<file path="src/rtl/wp_pkg.sv">
package wp_pkg;
  localparam int KEY_W = 8;
  localparam logic [KEY_W-1:0] KEY_FIRST  = 8'hCA;
  localparam logic [KEY_W-1:0] KEY_SECOND = 8'h53;

  typedef enum logic [1:0] {
    ST_LOCKED = 2'd0,
    ST_HALF   = 2'd1,
    ST_OPEN   = 2'd2
  } wp_state_e;
endpackage

</file>
<file path="src/rtl/wp_addr_decode.sv">
module wp_addr_decode #(
  parameter int ADDR_W = 12,
  parameter logic [ADDR_W-1:0] KEY_ADDR = 12'h024,
  parameter logic [ADDR_W-1:0] CLR_ADDR = 12'h05C
) (
  input  logic [ADDR_W-1:0] addr,
  output logic              is_key,
  output logic              is_clr,
  output logic              is_prot
);
  always_comb begin
    is_key  = (addr == KEY_ADDR);
    is_clr  = (addr == CLR_ADDR);
    is_prot = !is_key && !is_clr;
  end
endmodule

</file>
<file path="src/rtl/wp_key_fsm.sv">
module wp_key_fsm
  import wp_pkg::*;
(
  input  logic             clk,
  input  logic             rst_n,
  input  logic             key_wr,
  input  logic [KEY_W-1:0] key_byte,
  output logic             unlocked
);
  wp_state_e state_q, state_d;
  logic is_first, is_second;

  always_comb begin
    is_first  = (key_byte == KEY_FIRST);
    is_second = (key_byte == KEY_SECOND);
    state_d   = state_q;
    if (key_wr) begin
      unique case (state_q)
        ST_LOCKED: state_d = is_first ? ST_HALF : ST_LOCKED;
        ST_HALF: begin
          if (is_second)     state_d = ST_OPEN;
          else if (is_first) state_d = ST_HALF;
          else               state_d = ST_LOCKED;
        end
        ST_OPEN:   state_d = is_first ? ST_HALF : ST_LOCKED;
        default:   state_d = ST_LOCKED;
      endcase
    end
  end

  always_ff @(posedge clk) begin
    if (!rst_n) state_q <= ST_LOCKED;
    else        state_q <= state_d;
  end

  assign unlocked = (state_q == ST_OPEN);
endmodule

</file>
<file path="src/rtl/wp_write_filter.sv">
module wp_write_filter (
  input  logic up_valid,
  input  logic is_key,
  input  logic is_clr,
  input  logic is_prot,
  input  logic unlocked,
  input  logic dn_ready,
  output logic dn_valid,
  output logic up_ready,
  output logic key_wr
);
  logic pass;

  always_comb begin
    pass     = is_clr || (is_prot && unlocked);
    dn_valid = up_valid && pass;
    up_ready = pass ? dn_ready : 1'b1;
    key_wr   = up_valid && is_key;
  end
endmodule

</file>
<file path="src/rtl/wp_gate.sv">
module wp_gate
  import wp_pkg::*;
#(
  parameter int ADDR_W = 12,
  parameter int DATA_W = 32,
  parameter logic [ADDR_W-1:0] KEY_ADDR = 12'h024,
  parameter logic [ADDR_W-1:0] CLR_ADDR = 12'h05C
) (
  input  logic              clk,
  input  logic              rst_n,
  input  logic              up_valid,
  output logic              up_ready,
  input  logic [ADDR_W-1:0] up_addr,
  input  logic [DATA_W-1:0] up_data,
  output logic              dn_valid,
  input  logic              dn_ready,
  output logic [ADDR_W-1:0] dn_addr,
  output logic [DATA_W-1:0] dn_data,
  output logic              unlocked
);
  logic is_key, is_clr, is_prot, key_wr;

  wp_addr_decode #(
    .ADDR_W(ADDR_W), .KEY_ADDR(KEY_ADDR), .CLR_ADDR(CLR_ADDR)
  ) u_dec (
    .addr(up_addr), .is_key(is_key), .is_clr(is_clr), .is_prot(is_prot)
  );

  wp_key_fsm u_fsm (
    .clk(clk), .rst_n(rst_n), .key_wr(key_wr),
    .key_byte(up_data[KEY_W-1:0]), .unlocked(unlocked)
  );

  wp_write_filter u_flt (
    .up_valid(up_valid), .is_key(is_key), .is_clr(is_clr), .is_prot(is_prot),
    .unlocked(unlocked), .dn_ready(dn_ready), .dn_valid(dn_valid),
    .up_ready(up_ready), .key_wr(key_wr)
  );

  assign dn_addr = up_addr;
  assign dn_data = up_data;
endmodule

</file>
<file path="config.mk">
export PLATFORM = sky130hd
export DESIGN_NAME = wp_gate
export DESIGN_NICKNAME = d
export VERILOG_FILES = /design/src/rtl/wp_pkg.sv /design/src/rtl/wp_addr_decode.sv /design/src/rtl/wp_key_fsm.sv /design/src/rtl/wp_write_filter.sv /design/src/rtl/wp_gate.sv
export SDC_FILE = /design/constraint.sdc
export NUM_CORES = 1
export LEC_CHECK = 0
export BUFFER_PORTS_ARGS = -buffer_cell sky130_fd_sc_hd__buf_2
export CAP_MARGIN = 20
export CORE_AREA = 2 2 51 53
export CTS_BUF_LIST = sky130_fd_sc_hd__clkbuf_8
export DETAILED_ROUTE_END_ITERATION = 10
export DIE_AREA = 0 0 53 55
export PLACE_DENSITY = 0.74
export SYNTH_ARGS = -nofsm -noshare
export SYNTH_HDL_FRONTEND = slang
export SYNTH_SLANG_ARGS = --single-unit
</file>
<file path="constraint.sdc">
create_clock -name clk -period 0.8 [get_ports clk]
set_input_delay 0.04 -clock clk [delete_from_list [all_inputs] [get_ports clk]]
set_output_delay 0.04 -clock clk [all_outputs]
set_load 0.02 [all_outputs]
</file>
==> metrics.yaml, run 1 <==
status:
  status: "complete, but fails checks"
  failed_checks: "negative setup slack"
layout:
  regMostFlops: "u_fsm.state_q"
  largest_register_ffs: 2
  final_util_pct: 27.3
  final_cell_area_um2: 646
  reg_top3: "u_fsm.state_q: 2 flops"
  layout-drive-gt1-share_pct: 83.8
  stdcell_count: 110
  nets: 130
  antennaDiodeCount: 0
  n_fill_cell: 280
  syn_to_final_growth_pct: 16.5
drt:
  drt-total-wl_mm: 1.30
  dr.pass1.iters: 3
  detail_route.iter0.violations: 2
  wl_per_cell_um: 11.8
  viasPerCell: 4.22
  via_count: 464
  drc: 0
  antenna_left: 0
placed_design:
  placed_area_um2: 542
  pre_cts_ws_ns: -0.389
  dp_cells: 105
  place.detailed.hpwl_mm: 1.09
  port-buffer-count: 46
  place_congestion: 0.747
timing:
  fin_crit_sh_pct: 151
  period_needed_ns: 1.21
  hold_ws_ns: 0.0800
  rsz0062_at_grt: "yes"
  hold_viol_final: 0
  fmax_mhz: 826
  tns_ns: -1.23
  skew_ns: 0.000945
  worst_slew_pin_slew_ns: 0.374
  postLayoutSetupSlackWorst_ns: -0.411
  setup_viol: 5
  timing.slew.headroom_pct: 74.7
  slew_viol_final: 0
clock_tree:
  clock_latency_ns: 0.21
  cts_buffer_depth: 2
  cts_tree: "built"
  clkSlewWorstSetupHoldPaths_ns: 0.03
  cts_max_level: 1
  cts_buffers: 3
  cts_root_buf: "clkbuf_8"
  clock-sinks: 2
grt:
  gr-total-overflow: 0
  antenna_found_initial: 0
  grt_pass1_wl_mm: 1.92
  grt_pass1_vias: 465
  grt_max_degree: 5
  grt_usage_pct: 9.85
logic_synthesis:
  syn-cell-area_um2: 554
  synth_seq_area_share_pct: 7.22
  synth_nets: 116
  synth_area_per_cell_um2: 8.15
  postSynthCellCount: 68
  synth_cell_type_count: 16
  ys_ff_latch: 2
  yosys_warnings: 0
critical_path:
  cp_max_fo: 2
  path_class: "reg2out"
  critPathLaunchType: "flop"
  worstPathArrival_ns: 1.17
  required_ns: 0.76
  setup.worst_path.end_class: "output port"
power:
  pwr_density_cell_nw_per_um2: 1140
  p_leak_nw: 0.326
  fin_total_pwr_mw: 0.738
  p_sw_mw: 0.219
  swShare_pct: 29.6
  seq_power_share_pct: 13.6
  p_int_mw: 0.519
  ir_drop_mv: 1.06
  pwr-share-clk_pct: 54.0
  combPwrFrac_pct: 32.4
hold_path:
  hold_class: "in2out"
flow_run:
  drv_cap: 0
floorplan:
  fp.dieW_um: 53
  start_util_pct: 23.4
  core_region_area_um2: 2360
  die-area_um2: 2920
  io_pins: 95
  fp-row-count: 18
  dieHeight_um: 55
## critical path, cell delays in order, from the launching register on
cell       delay, ns
dfxtp_2         0.31
and2b_2         0.23
a2bb2oi_2       0.17
or2_4           0.14
buf_6           0.10
## synth_stat cells
| library cell | n | area share [%] |
|---|---|---|
| nor4_4 | 1 | 3.8 |
| nor4b_2 | 1 | 2.7 |
| nor4b_4 | 1 | 4.3 |
| buf_4 | 44 | 60 |
| nand4_1 | 1 | 1.1 |
| a2bb2oi_1 | 1 | 1.6 |
| nor4bb_1 | 2 | 3.6 |
| nor2b_1 | 1 | 1.1 |
| and2b_2 | 1 | 1.6 |
| dfxtp_1 | 2 | 7.2 |
| or2_1 | 1 | 1.1 |
| nand4b_1 | 2 | 3.2 |
| nor4b_1 | 1 | 1.6 |
| nand3_1 | 4 | 3.6 |
| o21ai_0 | 2 | 1.8 |
| nand2_1 | 3 | 2.0 |
## path summary, 6_finish.rpt
path,slack [ns],endpoint,cells after the start,startpoint
max,-0.41,up_ready,4,u_fsm.state_q[0]$_SDFFE_PN0P_
min,0.08,dn_data[13],0,up_data[13]
max reg2reg,-0.18,u_fsm.state_q[1]$_SDFFE_PN0P_,5,u_fsm.state_q[0]$_SDFFE_PN0P_
min reg2reg,0.60,u_fsm.state_q[1]$_SDFFE_PN0P_,3,u_fsm.state_q[1]$_SDFFE_PN0P_
## final cells by class
class                   instances  area (um^2)  area share [%]
multi-input cells              22          223            34.5
repair buffers                 53          303            46.9
well taps                      30         37.5            5.81
clock buffers                   3         41.3            6.40
flip-flops and latches          2         41.3            6.40
## placed cells by master (no fill, tap or decap), drive strengths merged
| master | instances |
|---|---|
| a2bb2oi | 1 |
| and2b | 1 |
| buf | 53 |
| clkbuf | 3 |
| dfxtp | 2 |
| nand2 | 3 |
| nand3 | 4 |
| nand4 | 1 |
| nand4b | 2 |
| nor2b | 1 |
| nor4 | 1 |
| nor4b | 3 |
| nor4bb | 2 |
| o21ai | 2 |
| or2 | 1 |
## routing by layer
metal | vias to the layer above | part of all wire [%] | track usage (%)
li1 | 211 | - | -
met1 | 202 | 32 | 8.03
met2 | 39 | 50 | 17.5
met3 | 12 | 14 | 2.96
met4 | 0 | 4.7 | 12.0
met5 | - | 0 | 0
## cell families after synthesis
kind of cell,share of synthesized area (%)
AO/OA/AOI/OAI,3.39
AND/OR/NAND/NOR,29.8
flip-flops,7.22
buffers and inverters,59.6
## timing repair
item | CTS | global route
endpoints found under the setup margin | 5 | 5
pin swaps | 9 | 4
resized for setup | 8 | 5
hold buffers | 0 | 0
cloned | 0 | 0
buffers inserted | 1 | 2
## power by group through the flow
stage          Combinational (mW)  Sequential (mW)  Clock, mW
6_report                    0.239            0.101      0.398
5_1_grt                     0.259            0.101      0.429
4_1_cts                     0.238            0.101      0.412
3_5_place_dp                0.237            0.102          0
3_3_place_gp                0.233            0.102          0
2_1_floorplan               0.342            0.102          0
(Power assumes the default switching activity.)
==> inputs of run 2 (changes only) <==
--- a/config.mk
+++ b/config.mk
@@ -15,3 +15,4 @@
 export SYNTH_ARGS = -nofsm -noshare
 export SYNTH_HDL_FRONTEND = slang
 export SYNTH_SLANG_ARGS = --single-unit
+export TNS_END_PERCENT = 20
==> run 2 against run 1 <==
Net effect: the flow still finishes with violations (negative setup slack); clock power about the same; setup slack better by 0.010 ns; sequential share of layout area up 0.30 points; non-clock buffer count unchanged; count of clock-buffer cells in the layout is the same; largest cell class unchanged; largest power group unchanged.
==> metrics.yaml, run 2 (synthesized netlist as in run 1, its figures left out) <==
grt:
  antenna_found_initial: 0
  grt_usage_pct: 8.42
  grt_pass1_vias: 441
  gr-total-overflow: 0
  grt_max_degree: 5
  grt_pass1_wl_mm: 1.64
layout:
  stdcell_count: 110
  seq_area_um2: 41.3
  regMostFlops: "u_fsm.state_q"
  multi_input_comb_area_um2: 201
  antennaDiodeCount: 0
  layout-drive-gt1-share_pct: 81.3
  syn_to_final_growth_pct: 11.3
  nets: 130
  layout_common_cells: "44 x buf_2, 7 x buf_4, 4 x nand3_1"
  n_fill_cell: 268
  final_util_pct: 26.1
  largest_register_ffs: 2
  reg_top3: "u_fsm.state_q: 2 flops"
  final_cell_area_um2: 617
  layout.cells.most_common: "buf_2"
placed_design:
  dp_cells: 105
  place_congestion: 0.565
  port-buffer-count: 46
  placed_area_um2: 541
  pre_cts_ws_ns: -0.364
  place.detailed.hpwl_um: 991
timing:
  timing.slew.headroom_pct: 80.9
  period_needed_ns: 1.20
  skew_ns: 0.000989
  setup_viol: 5
  postLayoutSetupSlackWorst_ns: -0.400
  slew_viol_final: 0
  fmax_mhz: 833
  worst_slew_pin_slew_ns: 0.285
  fin_crit_sh_pct: 150
  hold_viol_final: 0
  hold_ws_ns: 0.0800
  tns_ns: -1.34
  rsz0062_at_grt: "yes"
critical_path:
  critPathSlowestCell: "dfxtp_2"
  cpLargestDelayFamily: "simple AND/OR/NAND/NOR gates"
  critPathBufInv: 1
  crit_chain: "and2b_2, a2bb2oi_2, or2_4, buf_6"
  worstPathArrival_ns: 1.16
  path_class: "reg2out"
  critPathLaunchType: "flop"
  slowest_delay_ns: 0.30
  required_ns: 0.76
  setup.worst_path.end_class: "output port"
  cp_max_fo: 2
status:
  failed_checks: "negative setup slack"
  status: "complete, but fails checks"
drt:
  dr.pass1.iters: 4
  via_count: 466
  wl_per_cell_um: 10.4
  drc: 0
  viasPerCell: 4.24
  drt-total-wl_mm: 1.15
  antenna_left: 0
  detail_route.iter0.violations: 1
floorplan:
  fp.dieW_um: 53
  io_pins: 95
  start_util_pct: 23.4
  fp-row-count: 18
  core_region_area_um2: 2360
  dieHeight_um: 55
  die-area_um2: 2920
clock_tree:
  cts_root_buf: "clkbuf_8"
  clock-sinks: 2
  clkSlewWorstSetupHoldPaths_ns: 0.03
  cts_buffers: 3
  cts_buffer_depth: 2
  cts_tree: "built"
  cts_max_level: 1
  clock_latency_ns: 0.21
power:
  p_leak_nw: 0.301
  pwr_density_cell_nw_per_um2: 1180
  fin_total_pwr_mw: 0.730
  ir_drop_mv: 0.807
flow_run:
  drv_cap: 0
hold_path:
  hold_class: "in2out"
-- run 2: layout make-up --
| cell class | count | share of cell area (%) |
|---|---|---|
| repair buffers | 53 | 47.9 |
| multi-input cells | 22 | 32.7 |
| flip-flops and latches | 2 | 6.69 |
| clock buffers | 3 | 6.69 |
| well taps | 30 | 6.09 |
-- run 2: worst paths after layout --
kind | cells after the start | slack (ns) | from | endpoint
max | 4 | -0.40 | u_fsm.state_q[0]$_SDFFE_PN0P_ | up_ready
min | 0 | 0.08 | up_data[13] | dn_data[13]
max reg2reg | 4 | -0.17 | u_fsm.state_q[0]$_SDFFE_PN0P_ | u_fsm.state_q[1]$_SDFFE_PN0P_
min reg2reg | 3 | 0.57 | u_fsm.state_q[0]$_SDFFE_PN0P_ | u_fsm.state_q[0]$_SDFFE_PN0P_
-- run 2: worst register-to-register path, delay by kind of cell (launching register included) --
family | cells | cell delay (ns)
buffers and inverters | 1 | 0.11
AO/OA/AOI/OAI | 1 | 0.15
flip-flops | 1 | 0.31
AND/OR/NAND/NOR | 2 | 0.33
-- run 2: metal layers --
| metal | GRT usage [%] | vias to the layer above | share of wire (%) |
|---|---|---|---|
| li1 | - | 212 | - |
| met1 | 5.78 | 200 | 30 |
| met2 | 14.6 | 46 | 47 |
| met3 | 3.49 | 8 | 16 |
| met4 | 12.4 | 0 | 6.4 |
| met5 | 0 | - | 0 |
-- run 2: where the power goes --
group          leakage (nW)  internal (mW)  switching [mW]
logic                 0.263         0.0990           0.134
registers            0.0166          0.101    0.0000000226
clock network        0.0216          0.318          0.0788
total                 0.301          0.518           0.213
-- run 2: repair_timing --
item | CTS | global route
setup endpoints to repair | 5 | 5
hold buffers | 0 | 0
gates cloned | 0 | 0
resized for setup | 3 | 4
pin swaps | 2 | 2
buffers inserted | 1 | 1
